===== config.mk =====
export PLATFORM = sky130hd
export DESIGN_NAME = clk_ratio_gen
export DESIGN_NICKNAME = d
export VERILOG_FILES = /design/src/rtl/crg_pkg.sv /design/src/rtl/crg_div.sv /design/src/rtl/clk_ratio_gen.sv
export SDC_FILE = /design/constraint.sdc
export NUM_CORES = 1
export LEC_CHECK = 0
export BUFFER_PORTS_ARGS = -buffer_cell sky130_fd_sc_hd__buf_2
export CAP_MARGIN = 20
export CORE_ASPECT_RATIO = 1.5
export CORE_UTILIZATION = 50
export CTS_CLUSTER_SIZE = 30
export DETAILED_ROUTE_END_ITERATION = 10
export GPL_TIMING_DRIVEN = 0
export PLACE_DENSITY_LB_ADDON = 0.05
export SLEW_MARGIN = 5
export SYNTH_ARGS = -nofsm -noshare
export SYNTH_HDL_FRONTEND = slang
export SYNTH_SLANG_ARGS = --single-unit

===== constraint.sdc =====
create_clock -name clk -period 1.63 [get_ports clk]
set_input_delay 0.0815 -clock clk [delete_from_list [all_inputs] [get_ports clk]]
set_output_delay 0.0815 -clock clk [all_outputs]
set_load 0.01 [all_outputs]

===== src/rtl/crg_pkg.sv =====
package crg_pkg;
    localparam int FIELD_W = 3;
    localparam int RATIO_W = 4;
    typedef logic [RATIO_W-1:0] ratio_t;

    // core and bus table
    function automatic ratio_t core_ratio(input logic [FIELD_W-1:0] code);
        case (code)
            3'd0:    return ratio_t'(1);
            3'd1:    return ratio_t'(2);
            3'd2:    return ratio_t'(3);
            3'd3:    return ratio_t'(4);
            3'd4:    return ratio_t'(5);
            default: return ratio_t'(8);
        endcase
    endfunction

    // peripheral table
    function automatic ratio_t per_ratio(input logic [FIELD_W-1:0] code);
        case (code)
            3'd0:    return ratio_t'(2);
            3'd1:    return ratio_t'(3);
            3'd2:    return ratio_t'(4);
            3'd3:    return ratio_t'(6);
            default: return ratio_t'(8);
        endcase
    endfunction
endpackage


===== src/rtl/crg_div.sv =====
module crg_div #(
    parameter int  CNT_W     = 3,
    parameter bit  PER_TABLE = 1'b0
) (
    input  logic                        clk,
    input  logic                        rst_n,
    input  logic [crg_pkg::FIELD_W-1:0] code,
    output logic                        en
);
    import crg_pkg::*;

    typedef struct packed {
        logic [CNT_W-1:0] cnt;
    } div_st_t;

    div_st_t st_d, st_q;
    ratio_t  ratio;

    generate
        if (PER_TABLE) begin : g_per
            assign ratio = per_ratio(code);
        end else begin : g_core
            assign ratio = core_ratio(code);
        end
    endgenerate

    always_comb begin
        st_d = st_q;
        if (st_q.cnt == '0) begin
            st_d.cnt = CNT_W'(ratio - ratio_t'(1));
        end else begin
            st_d.cnt = st_q.cnt - CNT_W'(1);
        end
    end

    always_ff @(posedge clk or negedge rst_n) begin
        if (!rst_n) begin
            st_q <= '0;
        end else begin
            st_q <= st_d;
        end
    end

    assign en = (st_q.cnt == '0);
endmodule


===== src/rtl/clk_ratio_gen.sv =====
module clk_ratio_gen #(
    parameter int              DW      = 16,
    parameter int              PLL_BIT = 10,
    parameter logic [DW-1:0]   CTL_RST = 16'h0E0A
) (
    input  logic          clk,
    input  logic          rst_n,
    input  logic          wr_en,
    input  logic          reg_sel,
    input  logic [DW-1:0] wr_data,
    output logic [DW-1:0] rd_data,
    output logic          cpu_en,
    output logic          bus_en,
    output logic          per_en
);
    localparam int NDIV  = 3;
    localparam int FW    = crg_pkg::FIELD_W;
    localparam int CODEW = NDIV * FW;
    localparam int CNT_W = 3;

    typedef struct packed {
        logic [DW-1:0]    ctl;
        logic [DW-1:0]    aux;
        logic [CODEW-1:0] act;
    } crg_st_t;

    crg_st_t st_d, st_q;

    logic [DW-1:0] ctl_q;
    logic [FW-1:0] code_cpu, code_bus, code_per;
    logic [NDIV-1:0] en_vec;

    always_comb begin
        st_d = st_q;
        if (wr_en) begin
            if (!reg_sel) begin
                st_d.ctl = wr_data;
                if (wr_data[PLL_BIT]) begin
                    st_d.act = wr_data[CODEW-1:0];
                end
            end else begin
                st_d.aux = wr_data;
            end
        end
    end

    always_ff @(posedge clk or negedge rst_n) begin
        if (!rst_n) begin
            st_q.ctl <= CTL_RST;
            st_q.aux <= '0;
            st_q.act <= CTL_RST[CODEW-1:0];
        end else begin
            st_q <= st_d;
        end
    end

    generate
        for (genvar g = 0; g < NDIV; g++) begin : g_div
            crg_div #(
                .CNT_W     (CNT_W),
                .PER_TABLE (g == NDIV-1)
            ) i_div (
                .clk   (clk),
                .rst_n (rst_n),
                .code  (st_q.act[(NDIV-1-g)*FW +: FW]),
                .en    (en_vec[g])
            );
        end
    endgenerate

    assign ctl_q    = st_q.ctl;
    assign code_cpu = st_q.act[2*FW +: FW];
    assign code_bus = st_q.act[FW +: FW];
    assign code_per = st_q.act[0 +: FW];
    assign rd_data  = reg_sel ? st_q.aux : st_q.ctl;
    assign cpu_en   = en_vec[0];
    assign bus_en   = en_vec[1];
    assign per_en   = en_vec[2];
endmodule


; Yosys cells after proc, flatten, opt, wreduce, memory -nomap -nowiden
; Cells that the tools add are included.
; Widths: inputs -> output; s select.
[word_totals]
regBits = 50
inputBits = 20
word_cells = 40
[classes]
addsub = 6
n_eq_ne = 11
mux = 7
n_bitwise = 1
n_reduce_logical = 9
[op_table]
columns = cell, count
row1 = $pmux 3 s5, 2
row2 = $eq 3x2->1 const B, 6
row3 = $logic_not 3->1, 6
row4 = $sub 3x1->3 const B, 6
row5 = $mux 16, 1
row6 = $pmux 3 s4, 1
row7 = $eq 3x1->1 const B, 3
row8 = $mux 3, 3
row9 = $eq 3x3->1 const B, 2
row10 = $reduce_and 2->1, 2
row11 = $reduce_and 3->1, 1
row12 = $not 1->1, 1

; Logic depth before layout (Yosys ltp)
[depth]
word_depth = 4
mapped_depth = 7
ltp_nobuf = 7

; Modules after synthesis
; A second synthesis with hierarchy kept.
[hier_totals]
hier_cells = 164
area_unflattened_um2 = 2433.6
[modules_own_cells]
columns = mod, instances, cells_each, area_each_um2, seq_area_each_um2
row1 = clk_ratio_gen, 1, 109, 1891.8, 1034.7
row2 = crg_div at g_div[0].i_div ..., 2, 20, 193.9, 75.1
row3 = crg_div at g_div[2].i_div, 1, 15, 153.9, 75.1

; Least setup slack after synthesis
; OpenSTA, ideal clock, no wires.
[synth_timing]
path_kind = reg-to-reg
start = register st_q (netlist bit code_bus[1])
end = register g_div[1].i_div.st_q[2] in the netlist's numbering
setup_ns = 0.132
arrival_ns = 1.583
setup_slack_ns = -0.085
stages_incl_launch_ff = 7
n_path_buf = 0
synth_period_minus_slack_ns = 1.715
cell_sequence = dfrtp_1 a2111oi_0 nor2_1 ha_1 nand2b_1 o21ai_0 or3b_1
[synth_lines]
columns = element, line_no
row1 = from (decl), clk_ratio_gen.sv:27  ; crg_st_t st_d, st_q;
row2 = from (signal assigned), clk_ratio_gen.sv:53  ; st_q <= st_d;
row3 = to (signal assigned), crg_div.sv:40  ; st_q <= st_d;
row4 = to (decl), crg_div.sv:16  ; div_st_t st_d, st_q;

==> results by stage <==
GRT:
- The number of antenna violations at the first check in global routing is 0.
- The maximum number of pins on one net before global-route repair is 51.
- The overflow left after global routing is 0.
- Global routing used between 10% and 20% of the available tracks across all layers.
- The via count of the first global-routing pass is about 1,600.
- The first global-routing pass estimated 7370 um of wire.

Floorplanning:
- The placeable core area is 4540 um^2.
- The floorplan has 30 rows.
- The die covers roughly 5000 um^2.
- The floorplan step set the die width to 58.1 um.
- Pin placement for this block handled 39 I/O pins.
- The initial utilization of the core area, before any placement, comes to 51.9%.
- In this run the vertical extent of the chip is ~86 um.

Cells and area:
- The combined area of the multi-input logic cells is 1080 um^2.
- The finished cells cover 2910 um^2.
- Relative to the synthesized area, the layout overhead comes to 23.5%.
- Summing all flip-flop and latch instances after layout gives between 1000 and 1500 um^2.
- The number of antenna repair diodes is 0.
- Cells with a size suffix above 1 make up around 62% of the layout.
- The total of fill cells in the finished design is approximately 380.
- The final cell count without fillers is between 200 and 300.
- For this run, the post-layout net count is around 240.

Critical path:
- On the worst path, the slowest cell contributes a delay of approximately 0.47 ns.
- The type of destination of the critical path is a flip-flop.
- The setup check on the worst reg-to-reg path leaves a slack of -0.17 ns.
- The critical path is of the reg2reg type.
- The cell depth of the worst flop-to-flop path is 6.
- The cell at the slowest stage of the critical path is dfrtp_2.
- The critical path startpoint category is a flip-flop.
- The timing endpoint of the critical path is g_div[1].i_div.st_q[2].
- The beginning of the worst register-to-register path is code_bus[1].
- The worst-path maximum fanout is 4.
- For the worst setup path, the data required time is around 1.8 ns.
- In this run the worst setup path begins at code_bus[1].
- Traced cell by cell, the critical path runs through a2111oi_4 -> nor2_2 -> ha_2 -> nand2b_1 -> nor3_1 -> or3b_1.
- The arrival time reported for the critical path endpoint is around 2.0 ns.
- The worst register-to-register path ends at g_div[1].i_div.st_q[2].

Worst hold path:
- The type of the tightest min-delay check is in2reg.

Placement:
- In this run the cell area measured after placement is ~2600 um^2.
- During placement, the flow inserted port buffers numbering 37.
- After detailed placement, the design holds a cell count of 264.
- At the end of routability-driven placement, the weighted congestion stood at around 0.72.
- Detailed placement ended at an HPWL of just under 3000 um.

Clocking:
- The clock passes through at most 2 buffers.
- The root buffer selected by CTS is clkbuf_8.
- The TritonCTS buffer count is 5.
- The register clock-pin slew on the reported worst setup and hold paths is 0.09 ns.
- The number of sinks on the clock net is 50.
- For the worst-skew pair, the clock arrives at the later sink with an insertion delay of 0.30 ns.
- The level count of the clock H-tree is 2.
- The TritonCTS clock tree is done.

Synth:
- The average cell area after synthesis is about 14 um^2.
- The number of cells produced by synthesis is 163.
- Yosys attributes the largest share of cell area to dfrtp_1, mux2_2, mux2_4, dfstp_2, buf_6.
- Of the synthesized area, sequential elements account for 53.5%.
- The synthesized design spends more area on one cell type than any other, namely dfrtp_1.
- The number of distinct library cells after synthesis is 26.
- The share of the synthesized area in the top cell type is 45.6%.
- The total of warnings raised by yosys is 0.
- The area of the mapped netlist is about 2400 um^2.
- After synthesis the netlist holds a flip-flop and latch count of 50.
- The number of nets produced by synthesis is about 190.

Detailed routing:
- The final route contains approximately 1,500 vias.
- The residual DRC count is 1.
- For this run, the detailed router's first-pass iteration total came to 7.
- Dividing the detail-routed wire length by the instance count gives between 15 and 20 um.
- The routed via count divided by cell count is approximately 5.1.
- The count of antenna-violating nets left after detailed routing is 0.
- The aggregate routed wire length is about 4300 um.
- For this block, the initial DRC count from the detailed router was 56.

Run:
- The number of maximum-capacitance violations is 0.

Run status:
- The run finished, with violations left.
- The final reports fail on design-rule violations, negative setup slack.

Timing:
- The count of final hold-check violations is 0.
- The final period utilization is 110%.
- The final critical path time including I/O delays and setup is between 1.5 and 2 ns.
- Clock skew on the completed layout was measured at between 0.01 and 0.015 ns.
- The worst pin sits at a relative slew slack of between 70% and 80%.
- Setup violations remaining at the end of the flow were counted as 2.
- The final setup slack of the worst path is -0.171 ns.
- The final count of pins violating max slew came to 0.
- The highest clock rate is roughly 560 MHz.
- The measured slew at the worst slew-check pin is 0.358 ns.
- Setup repair after global routing could not meet its margin everywhere.

Power and ir drop:
- In this run the static leakage power is 1.33 nW.
- The total power density per cell area is around 1300 nW/um^2.
- Across the VDD grid, the largest voltage drop is a little under 0.6 mV.
==> Yosys cell counts <==
master and count:
or3b_1 2, nand2_8 1, inv_1 4, nor3_1 4, and3b_1 2, nor3b_1 2, nor4b_1 1, ha_1 3
o21ai_0 6, a2111oi_0 2, nor3_2 2, xnor2_1 3, a31oi_1 1, dfrtp_1 43, nand2b_1 5, nand2_2 1
nand2_1 1, buf_6 4, nor4_1 2, nor2b_4 1, a21oi_1 3, mux2_2 37, buf_2 1, nor2_1 7
mux2_4 18, dfstp_2 7
==> stage by stage <==
stage	hold WS [ns]	util [%]	power (W)	setup slack (ns)	setup TNS, ns
global route	0.0165	64.1	0.00416	-0.236	-0.444
global placement	0.313	58.1	0.00272	-0.0656	-0.126
detailed placement	0.332	58.1	0.00282	-0.171	-0.276
finish	0.0253	64.1	0.00390	-0.171	-0.238
floorplan	-0.214	-	0.00249	-0.00295	-0.00474
CTS	0.0154	62.8	0.00387	-0.155	-0.200
==> report_power, final <==
part | internal [W] | switching (W)
clock network | 0.000458 | 0.000390
registers | 0.00155 | 0.000282
logic | 0.000731 | 0.000496
==> kinds of logic after synthesis <==
logic type                 synth area share (%)
buffers and inverters                      2.76
and+or+nand+nor                            9.02
xor gates and xnor gates                   1.11
DFF                                        53.5
AOI/OAI and AO/OA                          2.92
adders and majority gates                  1.59
muxes                                      29.1
==> sequential cells by signal, indices dropped and copies added (netlist names) <==
name / cells
g_div.i_div.st_q: 9
code_per: 3
st_q: 16
code_bus: 3
ctl_q: 16
code_cpu: 3
==> area by class of cell <==
class | count | share of cell area, %
clock inverter | 2 | 1.29
tap | 64 | 2.75
buffer | 5 | 1.72
multi-input combinational | 104 | 37.2
timing repair buffer | 50 | 10.7
inverter | 4 | 0.516
clock buffer | 6 | 2.49
sequential | 50 | 43.4
==> per-layer routing <==
metal | routed length (um) | up-vias | share of wire (%) | global-route usage (%)
li1 | - | 694 | - | -
met1 | 1740 | 731 | 40 | 22.5
met3 | 162 | 7 | 3.7 | 4.68
met2 | 2350 | 29 | 54 | 35.2
met5 | 0 | - | 0 | 0
met4 | 71 | 0 | 1.6 | 6.28
==> timing repair <==
item / CTS / global route
pin swaps: 5 / 3
hold endpoints to repair: 0 / 14
setup buffers: 10 / 2
endpoints found under the setup margin: 2 / 3
gates resized for setup: 4 / 3
hold buffers: 0 / 1
==> worst min path at each step <==
stage | endpoint | cells past startpoint | slack, ns | start
after floorplan | code_bus[1] | 0 | -0.21 | rst_n
after global placement | code_cpu[2] | 1 | 0.31 | rst_n
after detailed placement | st_q[23] | 2 | 0.33 | wr_data[14]
after CTS | code_bus[1] | 1 | 0.02 | rst_n
after global routing | st_q[20] | 2 | 0.02 | wr_data[11]
final | st_q[23] | 2 | 0.03 | wr_data[14]
==> placed cells by master, fill, tap and decap left out, types with 2 or more instances in the layout <==
cell type,n
and3b_1,2
clkbuf_8,5
nor4_1,2
nor3_1,4
xnor2_1,2
mux2_2,37
buf_2,38
buf_6,4
ha_2,2
nand2b_1,4
nor3b_1,2
buf_4,10
dfrtp_1,41
buf_12,2
o21ai_0,5
or3b_1,2
a21oi_1,2
nor3_2,2
dfstp_2,7
nor2_1,6
dfrtp_2,2
inv_1,4
mux2_4,18
==> worst max-delay path, delay by kind of cell, from the launching register on <==
kind,cells,cell delay (ns)
AO/OA/AOI/OAI,1,0.41
flip-flops,1,0.47
AND/OR/NAND/NOR,4,0.60
adder cells (fa/ha/maj),1,0.19
Note: power is estimated with default switching activity, not from simulation.
